**config.mk**
```make
export PLATFORM = sky130hd
export DESIGN_NAME = sram_bridge
export DESIGN_NICKNAME = d
export VERILOG_FILES = /design/src/rtl/sram_bridge_pkg.sv /design/src/rtl/sram_cycle_timer.sv /design/src/rtl/sram_datapath.sv /design/src/rtl/sram_seq_fsm.sv /design/src/rtl/sram_bridge.sv
export SDC_FILE = /design/constraint.sdc
export NUM_CORES = 1
export LEC_CHECK = 0
export ABC_AREA = 1
export CAP_MARGIN = 5
export CELL_PAD_IN_SITES_DETAIL_PLACEMENT = 1
export CELL_PAD_IN_SITES_GLOBAL_PLACEMENT = 2
export CORE_ASPECT_RATIO = 1.5
export CORE_MARGIN = 5
export CORE_UTILIZATION = 25
export CTS_BUF_LIST = sky130_fd_sc_hd__clkbuf_16
export DETAILED_ROUTE_END_ITERATION = 12
export HOLD_SLACK_MARGIN = 0.02
export PLACE_DENSITY_LB_ADDON = 0.1
export SETUP_SLACK_MARGIN = 0.5
export SLEW_MARGIN = 10
export SYNTH_ARGS = -nofsm -noshare
export SYNTH_HDL_FRONTEND = slang
export SYNTH_SLANG_ARGS = --single-unit
```
**constraint.sdc**
```tcl
create_clock -name clk -period 1.4 [get_ports clk]
set_input_delay 0.28 -clock clk [delete_from_list [all_inputs] [get_ports clk]]
set_output_delay 0.28 -clock clk [all_outputs]
set_load 0.02 [all_outputs]
```
**src/rtl/sram_bridge_pkg.sv**
```systemverilog
package sram_bridge_pkg;

    typedef enum logic [1:0] {
        ST_IDLE    = 2'd0,
        ST_SETUP   = 2'd1,
        ST_STROBE  = 2'd2,
        ST_RECOVER = 2'd3
    } seq_state_e;

    function automatic int unsigned ceil_div(input int unsigned num, input int unsigned den);
        return (num + den - 1) / den;
    endfunction

    function automatic int unsigned max2(input int unsigned a, input int unsigned b);
        return (a > b) ? a : b;
    endfunction

    // minimum write strobe width per grade
    function automatic int unsigned grade_pulse_ns(input int unsigned grade);
        case (grade)
            35:      return 25;
            55:      return 40;
            default: return 45;
        endcase
    endfunction

    // minimum data-valid to end of write per grade
    function automatic int unsigned grade_dsetup_ns(input int unsigned grade);
        case (grade)
            35:      return 20;
            55:      return 25;
            default: return 30;
        endcase
    endfunction

    // worst output-disable to high impedance per grade
    function automatic int unsigned grade_release_ns(input int unsigned grade);
        case (grade)
            35:      return 25;
            55:      return 30;
            default: return 35;
        endcase
    endfunction

endpackage

```
**src/rtl/sram_cycle_timer.sv**
```systemverilog
module sram_cycle_timer #(
    parameter int unsigned CNT_W = 4
) (
    input  logic             clk,
    input  logic             rst_n,
    input  logic             load_i,
    input  logic [CNT_W-1:0] load_val_i,
    output logic             expired_o
);

    logic [CNT_W-1:0] cnt_q;

    always_ff @(posedge clk or negedge rst_n) begin
        if (!rst_n) begin
            cnt_q <= '0;
        end else if (load_i) begin
            cnt_q <= load_val_i;
        end else if (cnt_q != '0) begin
            cnt_q <= cnt_q - 1'b1;
        end
    end

    assign expired_o = (cnt_q == '0);

endmodule

```
**src/rtl/sram_datapath.sv**
```systemverilog
module sram_datapath #(
    parameter int unsigned ADDR_W = 17,
    parameter int unsigned DATA_W = 8
) (
    input  logic              clk,
    input  logic              rst_n,
    input  logic              accept_i,
    input  logic              capture_i,
    input  logic              req_wr_i,
    input  logic [ADDR_W-1:0] req_addr_i,
    input  logic [DATA_W-1:0] req_wdata_i,
    input  logic [DATA_W-1:0] mem_dq_i,
    output logic              op_wr_o,
    output logic [ADDR_W-1:0] mem_addr_o,
    output logic [DATA_W-1:0] mem_dq_o,
    output logic [DATA_W-1:0] rdata_o
);

    always_ff @(posedge clk or negedge rst_n) begin
        if (!rst_n) begin
            op_wr_o    <= 1'b0;
            mem_addr_o <= '0;
            mem_dq_o   <= '0;
        end else if (accept_i) begin
            op_wr_o    <= req_wr_i;
            mem_addr_o <= req_addr_i;
            mem_dq_o   <= req_wdata_i;
        end
    end

    always_ff @(posedge clk or negedge rst_n) begin
        if (!rst_n) begin
            rdata_o <= '0;
        end else if (capture_i) begin
            rdata_o <= mem_dq_i;
        end
    end

endmodule

```
**src/rtl/sram_seq_fsm.sv**
```systemverilog
module sram_seq_fsm
    import sram_bridge_pkg::*;
#(
    parameter int unsigned CNT_W      = 4,
    parameter int unsigned STROBE_WR  = 4,
    parameter int unsigned STROBE_RD  = 6,
    parameter int unsigned RECOVER_WR = 1,
    parameter int unsigned RECOVER_RD = 3
) (
    input  logic             clk,
    input  logic             rst_n,
    input  logic             req_i,
    input  logic             op_wr_i,
    input  logic             expired_i,
    output logic             load_o,
    output logic [CNT_W-1:0] load_val_o,
    output logic             accept_o,
    output logic             capture_o,
    output logic             ack_o,
    output logic             mem_ce1_n_o,
    output logic             mem_ce2_o,
    output logic             mem_oe_n_o,
    output logic             mem_we_n_o,
    output logic             mem_dq_oe_o
);

    seq_state_e state_q, state_d;

    // state register
    always_ff @(posedge clk or negedge rst_n) begin
        if (!rst_n) state_q <= ST_IDLE;
        else        state_q <= state_d;
    end

    assign accept_o  = (state_q == ST_IDLE) && req_i && !ack_o;
    assign capture_o = (state_q == ST_STROBE) && expired_i && !op_wr_i;

    // transitions
    always_comb begin
        state_d = state_q;
        unique case (state_q)
            ST_IDLE:    if (accept_o)  state_d = ST_SETUP;
            ST_SETUP:   if (expired_i) state_d = ST_STROBE;
            ST_STROBE:  if (expired_i) state_d = ST_RECOVER;
            ST_RECOVER: if (expired_i) state_d = ST_IDLE;
        endcase
    end

    // timer load on every state entry
    always_comb begin
        load_o     = (state_d != state_q);
        load_val_o = '0;
        unique case (state_d)
            ST_IDLE:    load_val_o = '0;
            ST_SETUP:   load_val_o = '0;
            ST_STROBE:  load_val_o = op_wr_i ? CNT_W'(STROBE_WR - 1) : CNT_W'(STROBE_RD - 1);
            ST_RECOVER: load_val_o = op_wr_i ? CNT_W'(RECOVER_WR - 1) : CNT_W'(RECOVER_RD - 1);
        endcase
    end

    // registered pin outputs, glitch free toward the memory
    always_ff @(posedge clk or negedge rst_n) begin
        if (!rst_n) begin
            mem_ce1_n_o <= 1'b1;
            mem_ce2_o   <= 1'b0;
            mem_oe_n_o  <= 1'b1;
            mem_we_n_o  <= 1'b1;
            mem_dq_oe_o <= 1'b0;
            ack_o       <= 1'b0;
        end else begin
            ack_o <= (state_q == ST_RECOVER) && expired_i;
            unique case (state_d)
                ST_IDLE: begin
                    mem_ce1_n_o <= 1'b1;
                    mem_ce2_o   <= 1'b0;
                    mem_oe_n_o  <= 1'b1;
                    mem_we_n_o  <= 1'b1;
                    mem_dq_oe_o <= 1'b0;
                end
                ST_SETUP: begin
                    mem_ce1_n_o <= 1'b0;
                    mem_ce2_o   <= 1'b1;
                    mem_oe_n_o  <= 1'b1;
                    mem_we_n_o  <= 1'b1;
                    mem_dq_oe_o <= 1'b0;
                end
                ST_STROBE: begin
                    mem_ce1_n_o <= 1'b0;
                    mem_ce2_o   <= 1'b1;
                    mem_oe_n_o  <= op_wr_i;
                    mem_we_n_o  <= !op_wr_i;
                    mem_dq_oe_o <= op_wr_i && (state_q == ST_STROBE);
                end
                ST_RECOVER: begin
                    mem_ce1_n_o <= 1'b0;
                    mem_ce2_o   <= 1'b1;
                    mem_oe_n_o  <= 1'b1;
                    mem_we_n_o  <= 1'b1;
                    mem_dq_oe_o <= op_wr_i && (state_q == ST_STROBE);
                end
            endcase
        end
    end


    idle_standby_chk: assert property (@(posedge clk) disable iff (!rst_n)
        (state_q == ST_IDLE) |-> (mem_ce1_n_o && !mem_ce2_o && mem_we_n_o && mem_oe_n_o && !mem_dq_oe_o));


    we_window_chk: assert property (@(posedge clk) disable iff (!rst_n)
        !mem_we_n_o |-> (!mem_ce1_n_o && mem_ce2_o && mem_oe_n_o));


    drive_after_we_chk: assert property (@(posedge clk) disable iff (!rst_n)
        $rose(mem_dq_oe_o) |-> (!mem_we_n_o && $past(!mem_we_n_o)));


    capture_oe_chk: assert property (@(posedge clk) disable iff (!rst_n)
        capture_o |-> !mem_oe_n_o);


    ack_pulse_chk: assert property (@(posedge clk) disable iff (!rst_n)
        ack_o |=> !ack_o);


    ack_gap_chk: assert property (@(posedge clk) disable iff (!rst_n)
        ack_o |=> (state_q == ST_IDLE));

endmodule

```
**src/rtl/sram_bridge.sv**
```systemverilog
module sram_bridge
    import sram_bridge_pkg::*;
#(
    parameter int unsigned CLK_PERIOD_NS  = 10,
    parameter int unsigned SPEED_GRADE_NS = 55,
    parameter int unsigned ADDR_W         = 17,
    parameter int unsigned DATA_W         = 8
) (
    input  logic              clk,
    input  logic              rst_n,
    input  logic              req_i,
    input  logic              req_wr_i,
    input  logic [ADDR_W-1:0] req_addr_i,
    input  logic [DATA_W-1:0] req_wdata_i,
    output logic              ack_o,
    output logic [DATA_W-1:0] rdata_o,
    output logic [ADDR_W-1:0] mem_addr_o,
    output logic              mem_ce1_n_o,
    output logic              mem_ce2_o,
    output logic              mem_oe_n_o,
    output logic              mem_we_n_o,
    output logic [DATA_W-1:0] mem_dq_o,
    output logic              mem_dq_oe_o,
    input  logic [DATA_W-1:0] mem_dq_i
);

    // cycle counts from nanosecond minima
    localparam int unsigned CYC_WC    = ceil_div(SPEED_GRADE_NS, CLK_PERIOD_NS);
    localparam int unsigned CYC_PULSE = ceil_div(grade_pulse_ns(SPEED_GRADE_NS), CLK_PERIOD_NS);
    localparam int unsigned CYC_DSU   = ceil_div(grade_dsetup_ns(SPEED_GRADE_NS), CLK_PERIOD_NS);
    localparam int unsigned CYC_REL   = ceil_div(grade_release_ns(SPEED_GRADE_NS), CLK_PERIOD_NS);
    localparam int unsigned STROBE_WR = max2(CYC_PULSE, CYC_DSU + 1);
    localparam int unsigned STROBE_RD = max2(CYC_WC, 1);
    localparam int unsigned RECOVER_WR = (CYC_WC > STROBE_WR + 1) ? (CYC_WC - STROBE_WR - 1) : 1;
    localparam int unsigned RECOVER_RD = max2(CYC_REL, 1);
    localparam int unsigned MAX_CNT   = max2(max2(STROBE_WR, STROBE_RD), max2(RECOVER_WR, RECOVER_RD));
    localparam int unsigned CNT_W     = (MAX_CNT < 2) ? 1 : $clog2(MAX_CNT);

    logic             op_wr;
    logic             expired;
    logic             load;
    logic [CNT_W-1:0] load_val;
    logic             accept;
    logic             capture;

    sram_cycle_timer #(
        .CNT_W (CNT_W)
    ) u_timer (
        .clk        (clk),
        .rst_n      (rst_n),
        .load_i     (load),
        .load_val_i (load_val),
        .expired_o  (expired)
    );

    sram_seq_fsm #(
        .CNT_W      (CNT_W),
        .STROBE_WR  (STROBE_WR),
        .STROBE_RD  (STROBE_RD),
        .RECOVER_WR (RECOVER_WR),
        .RECOVER_RD (RECOVER_RD)
    ) u_fsm (
        .clk         (clk),
        .rst_n       (rst_n),
        .req_i       (req_i),
        .op_wr_i     (op_wr),
        .expired_i   (expired),
        .load_o      (load),
        .load_val_o  (load_val),
        .accept_o    (accept),
        .capture_o   (capture),
        .ack_o       (ack_o),
        .mem_ce1_n_o (mem_ce1_n_o),
        .mem_ce2_o   (mem_ce2_o),
        .mem_oe_n_o  (mem_oe_n_o),
        .mem_we_n_o  (mem_we_n_o),
        .mem_dq_oe_o (mem_dq_oe_o)
    );

    sram_datapath #(
        .ADDR_W (ADDR_W),
        .DATA_W (DATA_W)
    ) u_dp (
        .clk         (clk),
        .rst_n       (rst_n),
        .accept_i    (accept),
        .capture_i   (capture),
        .req_wr_i    (req_wr_i),
        .req_addr_i  (req_addr_i),
        .req_wdata_i (req_wdata_i),
        .mem_dq_i    (mem_dq_i),
        .op_wr_o     (op_wr),
        .mem_addr_o  (mem_addr_o),
        .mem_dq_o    (mem_dq_o),
        .rdata_o     (rdata_o)
    );


    addr_hold_chk: assert property (@(posedge clk) disable iff (!rst_n)
        !mem_we_n_o |-> $stable(mem_addr_o));

endmodule

```
==> results.md <==
* Number of global-route vias before repair at 1684
* Final Cycle Share at 101%
* Slack of the critical path at -0.0184 ns
* Worst-Margin Slew at 0.386 ns
* Relative slew slack at 74.2%
* Clk root buf: clkbuf_16
* CP Capture Type: flop
* CTS Buffer Depth at 2
* Final setup viols at 8
* Failing checks: negative hold slack, negative setup slack
* Die height at 117 um
* Sw power at 3.08 mW
* DRT iter0 DRCs at 19
* Clk_lat worst skew at 0.28 ns
* RR Endpoint: u_dp.rdata_o[6]
* WS Path Type: reg2reg
* Ys Warns at 0
* Worst path max stage delay at 0.39 ns
* Worst vdd ir at 1.02 mV
* Per-cell routed wire length at 15.0 um
* Final wirelength at 5300 um
* H-tree levels at 2
* Syn_area_per_cell at 13.9 sq um
* Vias per cell at 4.12
* Most used cell, CP: nand2_4
* Total Neg Setup Slack at -0.0734 ns
* Drc violations at 0
* Comb pwr share at 55.9%
* R2r worst-path depth at 6
* Pwr/cell area at 2540 nW/um^2
* Layout cell share with drive strength beyond 1 at 59.1%
* Reg-to-reg startpoint: u_timer.cnt_q[1]
* Min Tclk post-route at 1.42 ns
* Total of max-cap violations at 0
* RSZ-0062 raised after global routing: true
* Sinks on Clock Net at 45
* Critical path's slowest cell: dfrtp_1
* CTS tree: yes
* Die Area at 9490 sq um
* Chip width at 81.2 um
* Crit-path leading delay family: flip-flops
* Core region area at 7510 sq um
* Clock power share at 15.5%
* Hold WC Path Type: in2async
* Worst R2R Setup Slack at -0.02 ns
* Most frequent cells in the layout: 40 x buf_6, 40 x dfrtp_1, 34 x clkdlybuf4s50_1, 29 x buf_4, 17 x mux2_2
* Netlist cell types at 22
* Final HPWL DP at 3950 um
* P_leak at 1.61 nW
* DRT Pass-1 Iters at 3
* Syn nets at 176
* Cells after Synth at 137
* GP Congestion at 0.741
* Net count reported at finish at 290
* Buffers on Ports at 75
* Ports at 76
* First-pass GRT wire length at 8220 um
* Worst path arrival time at 1.59 ns
* Initial antenna violation count at 0
* Sequential-to-total area share from yosys stat at 59.4%
* Max-slew violations at 0
* Setup WS pre-CTS at -0.275 ns
* Seq pwr share at 28.6%
* CTS Buf Count at 5
* Setup Skew at 0.00811 ns
* Mapped cell area at 1900 sq um
* Overflow after GRT at 0
* Buf/Inv on CP at 1
* Switch share at 35.8%
* CP Max Fanout at 8
* Final Non-Filler Cells at 354
* Outcome: finished, violations left
* Critical Path Source Type: flop
* FP Rows at 39
* Hold Violations, Final at 10
* Initial Utilization at 25.3%
* Largest net degree at the start of global routing at 22
* Worst hold slack at -0.0866 ns
* CP Cell Sequence: inv_2, ha_4, nand2_4, nor2_4, nand2_4, mux2_4
* WP data required at 1.57 ns
* Area delta synth->final at 77.8%
* Diodes inserted at 0
* Vias at 1460
* Tot Pwr at 8.61 mW
* Gr usage total at 11.4%
* Fmax at 0.705 GHz
* Setup crit start: u_timer.cnt_q[1]
* Post-route ant nets at 0
* Reg clk slew, reported paths at 0.06 ns
* Post-placement cell count at 323
* #FFs+latches synth at 45
* Int Power at 5.53 mW
cells by family (layout without fill, tap and decap cells):
| family | after synthesis | in the layout | synth area share (%) |
|---|---|---|---|
| compound gates | 5 | 5 | 1.58 |
| xor+xnor | 1 | 1 | 0.461 |
| fa+ha+maj | 2 | 2 | 1.32 |
| buf+inv | 17 | 132 | 4.21 |
| flops | 45 | 45 | 59.4 |
| mux | 33 | 33 | 22.7 |
| simple gates | 34 | 34 | 10.3 |
how the worst max path moves through the flow:
stage,to,slack (ns),depth (start not counted)
2_1_floorplan,u_dp.rdata_o[0],0.07,6
3_3_place_gp,u_dp.mem_addr_o[3],-0.24,6
3_5_place_dp,u_dp.mem_addr_o[13],-0.28,6
4_1_cts,u_dp.rdata_o[6],0.01,6
5_1_grt,u_timer.cnt_q[1],-0.10,10
6_report,u_dp.rdata_o[6],-0.02,6
flip-flops by register name (all words and copies together), names as in the netlist:
| name | flops |
|---|---|
| u_dp.mem_addr_o | 17 |
| u_dp.mem_dq_o | 8 |
| u_dp.rdata_o | 8 |
| u_timer.cnt_q | 3 |
| u_fsm.state_q | 2 |
| u_dp.op_wr_o | 1 |
| u_fsm.ack_o | 1 |
| u_fsm.mem_ce1_n_o | 1 |
| u_fsm.mem_ce2_o | 1 |
| u_fsm.mem_dq_oe_o | 1 |
| u_fsm.mem_oe_n_o | 1 |
| u_fsm.mem_we_n_o | 1 |
stage by stage:
| step | util, % | instance area [sq um] |
|---|---|---|
| after floorplan | - | 1930 |
| after global placement | 38.5 | 2900 |
| after detailed placement | 38.5 | 2900 |
| after CTS | 43.4 | 3260 |
| after global routing | 45.0 | 3380 |
| final | 45.0 | 3380 |
layer usage:
metal	vias to the layer above	share of wire [%]	track usage, %
li1	676	-	-
met1	721	37	12.4
met2	56	54	20.5
met3	7	6.9	3.37
met4	0	2.1	4.51
met5	-	0	0
power groups by stage:
stage	Sequential (mW)	Combinational [mW]	Clock, mW
6_report	2.46	4.81	1.33
3_5_place_dp	2.36	4.03	0
2_1_floorplan	3.01	1.56	0
5_1_grt	2.54	5.15	1.43
3_3_place_gp	2.33	3.95	0
4_1_cts	2.45	4.50	1.39
cells in the mapped netlist:
cell	number	area share [%]
dfstp_2	3	4.1
nand3_1	4	1.1
inv_1	9	1.8
inv_2	5	0.99
nor2_2	2	0.66
ha_1	2	1.3
a21oi_1	3	0.79
dfrtp_1	42	55
nand2_4	2	1.2
xor2_1	1	0.46
nand4_1	2	0.66
nand2_1	11	2.2
nor2_1	6	1.2
a21boi_1	1	0.39
buf_2	1	0.26
mux2_2	17	10
mux2_4	16	13
nand3_2	3	1.6
nand2_2	2	0.66
o211ai_1	1	0.39
buf_6	2	1.2
nor2_4	2	1.2
area by class of cell:
class / count / area, sq um
clock buffers: 5 / 125
inverters: 14 / 57.6
repair buffers: 110 / 1130
flip-flops and latches: 45 / 1130
well taps: 102 / 128
clock inverters: 3 / 42.5
multi-input cells: 75 / 767
fillers: 804 / 4130
what timing repair did:
item | CTS | global route
pin swaps | 3 | 6
resized for setup | 243 | 14
cloned | 1 | 0
endpoints found under the setup margin | 83 | 83
buffers inserted | 11 | 11
hold endpoints to repair | 10 | 10
worst register-to-register path, delay by kind of cell (launching register included):
family | cells | cell delay [ns]
simple gates | 3 | 0.32
flops | 1 | 0.39
mux | 1 | 0.33
fa+ha+maj | 1 | 0.19
buf+inv | 1 | 0.08
Note: power is estimated with default switching activity, not from simulation.
